### config.mk
export PLATFORM = sky130hd
export DESIGN_NAME = nand_cycle_decoder
export DESIGN_NICKNAME = d
export VERILOG_FILES = /design/src/rtl/nand_dec_pkg.sv /design/src/rtl/nand_rb_sync.sv /design/src/rtl/nand_ctrl_regs.sv /design/src/rtl/nand_cycle_seq.sv /design/src/rtl/nand_cycle_decoder.sv
export SDC_FILE = /design/constraint.sdc
export NUM_CORES = 1
export LEC_CHECK = 0
export BUFFER_PORTS_ARGS = -buffer_cell sky130_fd_sc_hd__buf_4
export CAP_MARGIN = 20
export CORE_UTILIZATION = 25
export DETAILED_ROUTE_END_ITERATION = 8
export HOLD_SLACK_MARGIN = 0.15
export PLACE_DENSITY = 0.56
export SLEW_MARGIN = 0
export SYNTH_ARGS = -nofsm -noshare
export SYNTH_HDL_FRONTEND = slang
export SYNTH_HIERARCHICAL = 1
export SYNTH_SLANG_ARGS = --single-unit
### constraint.sdc
create_clock -name clk -period 2.95 [get_ports clk]
set_clock_uncertainty 0.2 [all_clocks]
set_input_delay 0.295 -clock clk [delete_from_list [all_inputs] [get_ports clk]]
set_output_delay 0.295 -clock clk [all_outputs]
set_load 0.02 [all_outputs]
### src/rtl/nand_dec_pkg.sv
package nand_dec_pkg;
  typedef enum logic [2:0] {
    S_IDLE,
    S_SETUP,
    S_STROBE,
    S_HOLD,
    S_RESP
  } seq_state_e;

  // bank offset bits that select the latch mode
  localparam int CMD_BIT  = 15;
  localparam int ADDR_BIT = 16;

  // register offsets
  localparam logic [8:0] OFS_CTRL  = 9'h050;
  localparam logic [8:0] OFS_STAT  = 9'h054;
  localparam logic [8:0] OFS_WIDTH = 9'h058;

  localparam int STAT_RB_BIT  = 0;
  localparam int STAT_ERR_BIT = 1;
endpackage

### src/rtl/nand_rb_sync.sv
module nand_rb_sync #(
  parameter int STAGES = 2
) (
  input  logic clk,
  input  logic rst_n,
  input  logic async_i,
  output logic sync_o
);
  logic [STAGES-1:0] chain_q;

  always_ff @(posedge clk) begin
    if (!rst_n) chain_q <= '0;
    else        chain_q <= {chain_q[STAGES-2:0], async_i};
  end

  assign sync_o = chain_q[STAGES-1];
endmodule

### src/rtl/nand_ctrl_regs.sv
module nand_ctrl_regs
  import nand_dec_pkg::*;
#(
  parameter int NCHIP     = 4,
  parameter int CW        = 4,
  parameter int WIDTH_RST = 4,
  parameter int RAW       = 9,
  parameter int RDW       = 32
) (
  input  logic               clk,
  input  logic               rst_n,
  input  logic               wr_i,
  input  logic [RAW-1:0]     addr_i,
  input  logic [RDW-1:0]     wdata_i,
  input  logic               reject_i,
  input  logic               rb_sync_i,
  output logic [2*NCHIP-1:0] ctrl_o,
  output logic [CW-1:0]      width_o,
  output logic [RDW-1:0]     rdata_o
);
  localparam int CTRL_W = 2 * NCHIP;

  logic [CTRL_W-1:0] ctrl_q;
  logic [CW-1:0]     width_q;
  logic              err_q;
  logic              wr_ctrl, wr_stat, wr_width;

  assign wr_ctrl  = wr_i && (addr_i == OFS_CTRL);
  assign wr_stat  = wr_i && (addr_i == OFS_STAT);
  assign wr_width = wr_i && (addr_i == OFS_WIDTH);

  always_ff @(posedge clk) begin
    if (!rst_n) begin
      ctrl_q  <= '0;
      width_q <= CW'(WIDTH_RST);
      err_q   <= 1'b0;
    end else begin
      if (wr_ctrl) ctrl_q <= wdata_i[CTRL_W-1:0];
      if (wr_width) begin
        if (wdata_i[CW-1:0] == '0) width_q <= CW'(1);
        else                       width_q <= wdata_i[CW-1:0];
      end
      if (reject_i)                        err_q <= 1'b1;
      else if (wr_stat && wdata_i[STAT_ERR_BIT]) err_q <= 1'b0;
    end
  end

  always_comb begin
    rdata_o = '0;
    unique case (addr_i)
      OFS_CTRL:  rdata_o[CTRL_W-1:0] = ctrl_q;
      OFS_STAT: begin
        rdata_o[STAT_RB_BIT]  = rb_sync_i;
        rdata_o[STAT_ERR_BIT] = err_q;
      end
      OFS_WIDTH: rdata_o[CW-1:0] = width_q;
      default:   rdata_o = '0;
    endcase
  end

  assign ctrl_o  = ctrl_q;
  assign width_o = width_q;

  // a rejected access leaves the error flag set
  assert_err_sticky_R4: assert property (@(posedge clk) disable iff (!rst_n)
    reject_i |=> err_q);

  // the stored width is never zero
  assert_width_nonzero_R7: assert property (@(posedge clk) disable iff (!rst_n)
    wr_width |=> (width_q != '0));
endmodule

### src/rtl/nand_cycle_seq.sv
module nand_cycle_seq
  import nand_dec_pkg::*;
#(
  parameter int AW = 17,
  parameter int DW = 8,
  parameter int CW = 4
) (
  input  logic          clk,
  input  logic          rst_n,
  input  logic          bank_valid_i,
  output logic          bank_ready_o,
  input  logic          bank_write_i,
  input  logic [AW-1:0] bank_addr_i,
  input  logic [DW-1:0] bank_wdata_i,
  input  logic [CW-1:0] width_i,
  output logic          rd_valid_o,
  input  logic          rd_ready_i,
  output logic [DW-1:0] rd_data_o,
  output logic          cle_o,
  output logic          ale_o,
  output logic          we_n_o,
  output logic          re_n_o,
  output logic [DW-1:0] dq_o,
  output logic          dq_oe_o,
  input  logic [DW-1:0] dq_i,
  output logic          reject_o
);
  seq_state_e    state_q;
  logic [CW-1:0] cnt_q;
  logic          cle_q, ale_q, rd_q;
  logic [DW-1:0] dq_q, rdata_q;
  logic          accept, both_sel, active;

  assign bank_ready_o = (state_q == S_IDLE);
  assign accept       = bank_valid_i && bank_ready_o;
  assign both_sel     = bank_addr_i[CMD_BIT] && bank_addr_i[ADDR_BIT];
  assign reject_o     = accept && both_sel;

  always_ff @(posedge clk) begin
    if (!rst_n) begin
      state_q <= S_IDLE;
      cnt_q   <= '0;
      cle_q   <= 1'b0;
      ale_q   <= 1'b0;
      rd_q    <= 1'b0;
      dq_q    <= '0;
      rdata_q <= '0;
    end else begin
      unique case (state_q)
        S_IDLE: begin
          if (accept) begin
            if (both_sel) begin
              if (!bank_write_i) begin
                rdata_q <= '0;
                state_q <= S_RESP;
              end
            end else begin
              cle_q   <= bank_addr_i[CMD_BIT];
              ale_q   <= bank_addr_i[ADDR_BIT];
              rd_q    <= !bank_write_i;
              dq_q    <= bank_wdata_i;
              cnt_q   <= width_i;
              state_q <= S_SETUP;
            end
          end
        end
        S_SETUP: state_q <= S_STROBE;
        S_STROBE: begin
          if (cnt_q <= CW'(1)) begin
            if (rd_q) rdata_q <= dq_i;
            state_q <= S_HOLD;
          end else begin
            cnt_q <= cnt_q - CW'(1);
          end
        end
        S_HOLD: state_q <= rd_q ? S_RESP : S_IDLE;
        S_RESP: if (rd_ready_i) state_q <= S_IDLE;
        default: state_q <= S_IDLE;
      endcase
    end
  end

  assign active     = (state_q == S_SETUP) || (state_q == S_STROBE) || (state_q == S_HOLD);
  assign cle_o      = active && cle_q;
  assign ale_o      = active && ale_q;
  assign we_n_o     = !((state_q == S_STROBE) && !rd_q);
  assign re_n_o     = !((state_q == S_STROBE) && rd_q);
  assign dq_oe_o    = active && !rd_q;
  assign dq_o       = dq_q;
  assign rd_valid_o = (state_q == S_RESP);
  assign rd_data_o  = rdata_q;

  // latch enables are mutually exclusive
  assert_cle_ale_excl_R4: assert property (@(posedge clk) disable iff (!rst_n)
    !(cle_o && ale_o));

  // never both strobes low
  assert_one_strobe_R8: assert property (@(posedge clk) disable iff (!rst_n)
    !(!we_n_o && !re_n_o));

  // bus driven and steady while write strobe is low
  assert_dq_steady_R7: assert property (@(posedge clk) disable iff (!rst_n)
    !we_n_o |-> dq_oe_o && $stable(dq_o));

  // no strobe while a request may be accepted
  assert_idle_quiet_R9: assert property (@(posedge clk) disable iff (!rst_n)
    bank_ready_o |-> we_n_o && re_n_o && !dq_oe_o);

  // stalled response holds
  assert_rd_hold_R9: assert property (@(posedge clk) disable iff (!rst_n)
    rd_valid_o && !rd_ready_i |=> rd_valid_o && $stable(rd_data_o));
endmodule

### src/rtl/nand_cycle_decoder.sv
module nand_cycle_decoder
  import nand_dec_pkg::*;
#(
  parameter int NCHIP     = 4,
  parameter int AW        = 17,
  parameter int DW        = 8,
  parameter int CW        = 4,
  parameter int WIDTH_RST = 4,
  parameter int RAW       = 9,
  parameter int RDW       = 32
) (
  input  logic             clk,
  input  logic             rst_n,
  input  logic             bank_valid,
  output logic             bank_ready,
  input  logic             bank_write,
  input  logic [AW-1:0]    bank_addr,
  input  logic [DW-1:0]    bank_wdata,
  output logic             rd_valid,
  input  logic             rd_ready,
  output logic [DW-1:0]    rd_data,
  input  logic             reg_wr,
  input  logic [RAW-1:0]   reg_addr,
  input  logic [RDW-1:0]   reg_wdata,
  output logic [RDW-1:0]   reg_rdata,
  output logic             nand_cle,
  output logic             nand_ale,
  output logic [NCHIP-1:0] nand_ce_n,
  output logic             nand_we_n,
  output logic             nand_re_n,
  output logic [DW-1:0]    nand_dq_o,
  output logic             nand_dq_oe,
  input  logic [DW-1:0]    nand_dq_i,
  input  logic             nand_rb
);
  logic [2*NCHIP-1:0] ctrl;
  logic [CW-1:0]      width;
  logic               reject;
  logic               rb_sync;

  nand_rb_sync #(.STAGES(2)) u_sync (
    .clk(clk), .rst_n(rst_n), .async_i(nand_rb), .sync_o(rb_sync)
  );

  nand_ctrl_regs #(
    .NCHIP(NCHIP), .CW(CW), .WIDTH_RST(WIDTH_RST), .RAW(RAW), .RDW(RDW)
  ) u_regs (
    .clk(clk), .rst_n(rst_n), .wr_i(reg_wr), .addr_i(reg_addr),
    .wdata_i(reg_wdata), .reject_i(reject), .rb_sync_i(rb_sync),
    .ctrl_o(ctrl), .width_o(width), .rdata_o(reg_rdata)
  );

  nand_cycle_seq #(.AW(AW), .DW(DW), .CW(CW)) u_seq (
    .clk(clk), .rst_n(rst_n),
    .bank_valid_i(bank_valid), .bank_ready_o(bank_ready),
    .bank_write_i(bank_write), .bank_addr_i(bank_addr),
    .bank_wdata_i(bank_wdata), .width_i(width),
    .rd_valid_o(rd_valid), .rd_ready_i(rd_ready), .rd_data_o(rd_data),
    .cle_o(nand_cle), .ale_o(nand_ale), .we_n_o(nand_we_n),
    .re_n_o(nand_re_n), .dq_o(nand_dq_o), .dq_oe_o(nand_dq_oe),
    .dq_i(nand_dq_i), .reject_o(reject)
  );

  for (genvar n = 0; n < NCHIP; n++) begin : g_ce
    assign nand_ce_n[n] = !(ctrl[2*n] && ctrl[2*n+1]);
  end

  // clearing the control word releases every chip
  assert_ce_release_R6: assert property (@(posedge clk) disable iff (!rst_n)
    reg_wr && (reg_addr == OFS_CTRL) && (reg_wdata == '0) |=> (&nand_ce_n));
endmodule

* Yosys cells after proc, flatten, opt, wreduce, memory -nomap -nowiden
Cells that the tools add are included.
Storage, ports and cells: bits in registers 41, output and inout port bits 59, word-level logic and storage cells 87, input bits 81
Operators by class: muxes and demuxes 23, bitwise logic cells 1, add/subtract/negate cells 1, equality and inequality tests 16, reductions and logical operators 34, magnitude comparators 1
Operator list (count):
- $mux W8 | 5
- $eq A9 B7 Y1 const B | 3
- $mux W4 | 5
- $mux W3 | 6
- $logic_and A1 B1 Y1 | 16
- $pmux W8 S2 | 1
- $pmux W3 S5 | 1
- $ne A2 B2 Y1 const B | 5
- $logic_not A1 Y1 | 8
- $pmux W4 S2 | 1
- $reduce_and A4 Y1 | 2
- $eq A3 B2 Y1 const B | 2
- $ne A2 B1 Y1 const B | 3
- $pmux W2 S3 | 1
- $reduce_and A6 Y1 | 1
- $le A4 B1 Y1 const B | 1
- $logic_not A4 Y1 | 1
- $pmux W2 S2 | 1
- $reduce_bool A2 Y1 | 2
- $sub A4 B1 Y4 const B | 1
- $eq A3 B1 Y1 const B | 1
- $eq A3 B3 Y1 const B | 1
- $logic_not A3 Y1 | 1
- $ne A3 B3 Y1 const B | 1
- other kinds (4) | 6

* Logic depth before layout (Yosys ltp)
depth in word-level cells 5, mapped depth 7, mapped depth without buffers 6

* Hierarchy
The synthesis kept the hierarchy.
Modules (own cells, without submodules):
- nand_cycle_seq | area each 1263.7 µm², seq. area each 520.5 µm², times used 1, cells each 151
- nand_ctrl_regs | area each 880.8 µm², seq. area each 260.2 µm², times used 1, cells each 102
- nand_rb_sync | area each 52.6 µm², seq. area each 40.0 µm², times used 1, cells each 4
- nand_cycle_decoder | area each 15.0 µm², seq. area each 0.0 µm², times used 1, cells each 4

* Least setup slack after synthesis
Ideal clock, no wire load.
path kind input to output, start in reg_addr[1], end out reg_rdata[4], cell stages on the path 3, setup slack 1.042 ns, arrival time 1.413 ns, cells stage by stage nor4b_4 > nand2_1 > nor3b_1
On the way: longest elaborated chain between the ends 2
Ends and longest elaborated chain:
- start: declaration | line nand_cycle_decoder.sv:23 | input logic [RAW-1:0] reg_addr,
- $eq A9 B7 Y1 | line nand_ctrl_regs.sv:50 | unique case (addr_i)
- $mux W4 | line nand_ctrl_regs.sv:50
- end: declaration | line nand_cycle_decoder.sv:25 | output logic [RDW-1:0] reg_rdata,
No other way between the ends.

* Worst setup path after layout
start in reg_addr[2], end out reg_rdata[1]
On the way: longest elaborated chain between the ends 2
Ends and longest elaborated chain (line):
- $eq A9 B7 Y1 | nand_ctrl_regs.sv:50
- $pmux W2 S3 * | nand_ctrl_regs.sv:50
Mark *: on every way between the ends. The rest lies on a longest branch, timed or not.

==> key figures <==
Run status
  – Status: completed

Setup path
  – Worst Setup SP: reg_addr[2]
  – R2R Setup Slk: 0.93 ns
  – R2R Path Start: u_seq/state_q[1]$_SDFFE_PN0P_
  – Worst path arrival time: 2.01 ns
  – Crit-path max FO: 8
  – CP required: 2.46 ns
  – FF-to-FF path depth: 4
  – R2r endpoint: u_seq/cnt_q[2]$_SDFFE_PN0P_
  – WS Path Type: in -> out
  – Worst Setup Start Kind: input pin
  – CP endpoint kind: primary output
  – CP Capture Point: reg_rdata[1]

Layout
  – NumNets Final: about 450
  – Util after Layout: a little under two fifths
  – Layout cells sized above 1: 25.62%
  – Diode count: 0
  – Register area: 820.8 um^2
  – # fillers: 858
  – Syn-to-layout area delta: 43.33%
  – Multi-input gate area: 0.001217 mm^2
  – Post-route cell area: 0.003171 mm^2

Synth
  – Cell variety after synth: 43
  – Predominant post-synthesis flop cell: dfxtp_1
  – FFs w/ async S/R, synth: 0%
  – Register bit total from synthesis: 41
  – Synth top cells by count: nand2_1, dfxtp_1, mux2i_1
  – Synth warn: 6
  – Cells after Synth: 261
  – Top-count cell post-synth: nand2_1
  – Share of the synthesized area in the top cell type: 37.10%
  – Register area share after synthesis: 37.10%
  – Mean post-synth cell area: 8.476 um^2
  – Synth Cell Area: about 0.0022 mm^2
  – Cell taking the most area after synthesis: dfxtp_1
  – EDFF count, synth: 0
  – Top cells by area, synth: dfxtp_1, mux2i_1, nand2_1, buf_4, a21oi_1

Clock tree
  – CTS tree: yes
  – Clock Pin Slew Worst Setup and Hold Paths: 0.08 ns
  – H-tree depth: 2
  – Clk sinks: 41
  – Root Buffer: clkbuf_8
  – Num CTS Buffers: 5
  – CTS max path bufs: 2
  – Worst-skew pair later-pin latency: 0.29 ns

GRT
  – Gr ovfl total: 0
  – Tot GR Track Use: 12.00%
  – Number of global-route vias before repair: roughly 1.9k
  – Largest net degree at the start of global routing: 47
  – First-pass GRT wire length: 8714 um
  – Initial antenna violation count: 0

Power and ir drop
  – Pleak: 1.372 nW
  – Gate power share: 28.5%
  – Sequential Power Share: between 40 and 50%
  – VDD IR max: 0.1603 mV
  – P_int: 0.0009657 W
  – Switch Pwr: 0.0004639 W
  – Power share of the clock group: 27.1%
  – Cell area power density: 450.9 mW/mm^2
  – Sw Share: 32.45%

Floorplan
  – Die span in y: 96.07 um
  – Core Area: 0.008382 mm^2
  – I/O pin cnt: 140
  – Site row count: 33
  – Starting density of the core: 26.39%
  – Die width: 96.07 um
  – Die ar.: 0.009228 mm^2

Route
  – DR pass1 iterations: 4
  – Via density: 4.355
  – ANT nets after route: 0
  – DR vias: 2,038
  – Starting DRT DRC Count: 84
  – DRC viols: 0
  – Avg WL per Cell: 11.82 um
  – Drt total wl: about 5500 um

Placement
  – Pre-CTS WS: 0.9054 ns
  – PortBufs: 76
  – GPL Wtd Cong: 0.7845
  – DP Area: 0.002774 mm^2
  – Final HPWL DP: 3775 um

STA
  – Tcrit/Tclk final: 84.85%
  – Final setup fails: 0
  – Aggregate negative setup slack: 0 ns
  – Slew @ Worst Pin: 0.6263 ns
  – Maximum clock rate: 0.3995 GHz
  – Crit path time final: approximately 2.5 ns
  – Max-slew violations: 0
  – Final hold vios: 0
  – Max_slew headroom: 58.03%
  – Final worst slack: roughly 0.45 ns
  – RSZ-0062 raised after global routing: false
  – WHS: 0.1549 ns

Run
  – Max Cap Viol: 0

Hold path
  – Worst hold path class: in -> reg
==> cell families after synthesis <==
logic type      count (synthesis)  synth area share [%]
compound gates                 33                 9.899
xor+xnor                        1                0.3960
fa+ha+maj                       2                 1.131
buf+inv                        41                 11.76
flops                          41                 37.10
mux                            26                 11.76
other cells                     1                0.1695
simple gates                  116                 27.77
==> worst min path at each step <==
stage / from / endpoint / slack (ns) / cells after the start
2_1_floorplan: bank_write / u_seq/rd_q$_SDFFE_PN0P_ / 0.19 / 1
3_3_place_gp: u_sync/chain_q[0]$_SDFF_PN0_ / u_sync/chain_q[1]$_SDFF_PN0_ / 0.22 / 1
3_5_place_dp: u_sync/chain_q[0]$_SDFF_PN0_ / u_sync/chain_q[1]$_SDFF_PN0_ / 0.23 / 1
4_1_cts: reg_addr[1] / u_regs/err_q$_SDFFE_PN0P_ / 0.15 / 3
5_1_grt: reg_addr[5] / u_regs/err_q$_SDFFE_PN0P_ / 0.19 / 3
6_report: reg_addr[5] / u_regs/err_q$_SDFFE_PN0P_ / 0.15 / 3
==> state kept, by name (all words and copies together), names as in the netlist <==
signal and cells:
u_seq/cle_q 1, u_sync/chain_q 2, u_seq/cnt_q 4, u_regs/err_q 1, u_regs/ctrl_o 8, u_seq/ale_q 1
u_seq/state_q 3, u_seq/dq_o 8, u_seq/rd_data_o 8, u_seq/rd_q 1, u_regs/width_o 4
==> worst max-delay path, stage by stage <==
cell	delay [ns]
dlygate4sd3_1	0.55
buf_4	0.15
nor4b_2	0.32
nand2_1	0.26
o21ai_0	0.26
buf_4	0.18
==> layout by cell type, fill, tap and decap left out, drive strengths merged <==
cell,instances
o31a,1
dfxtp,41
nor2,9
buf,79
a21oi,14
nand4b,3
and2,4
o21a,1
a221o,1
nor2b,3
conb,24
o211a,1
o221a,1
o31ai,1
dlygate4sd3,30
mux2i,26
a31oi,1
nand3b,1
a211oi,1
nand4,3
a21boi,1
a41oi,1
nor4,3
inv,3
or4b,1
a21o,1
o32ai,2
nand2,59
a2bb2oi,1
and3b,2
o21ai,5
nor3b,8
ha,2
clkbuf,6
nor3,5
nor4b,4
nand2b,2
clkinv,2
xnor2,1
nand3,9
==> power groups by stage <==
stage	Combinational, W	Clock [W]	Sequential [W]
5_1_grt	0.000447	0.000430	0.000641
3_3_place_gp	0.000373	0	0.000646
2_1_floorplan	0.000273	0	0.000637
4_1_cts	0.000408	0.000409	0.000634
6_report	0.000408	0.000387	0.000635
3_5_place_dp	0.000375	0	0.000646
==> per-stage QoR <==
step                      total power [W]  cells
after floorplan                 0.0009097    284
after global placement           0.001018    430
after detailed placement         0.001021    430
after CTS                        0.001450    468
after global routing             0.001518    468
final                            0.001430    468
==> routing by layer <==
metal | up-vias | global-route usage [%] | routed length (um)
li1 | 1057 | - | -
met4 | 0 | 3.483 | 42
met2 | 35 | 20.92 | 2843
met3 | 2 | 1.896 | 150
met5 | - | 0 | 0
met1 | 944 | 15.15 | 2494
==> area by class of cell <==
| type | count | area share [%] |
|---|---|---|
| tap | 105 | 4.144 |
| clock buffer | 6 | 2.605 |
| timing repair buffer | 109 | 28.18 |
| inverter | 3 | 0.3552 |
| clock inverter | 2 | 0.4341 |
| sequential | 41 | 25.89 |
| multi-input combinational | 202 | 38.40 |
==> repair_timing <==
item	in CTS	in global routing
buffers inserted	0	0
resized for setup	0	0
hold buffers	30	0
endpoints found under the hold margin	34	0
Note: power is estimated with default switching activity, not from simulation.
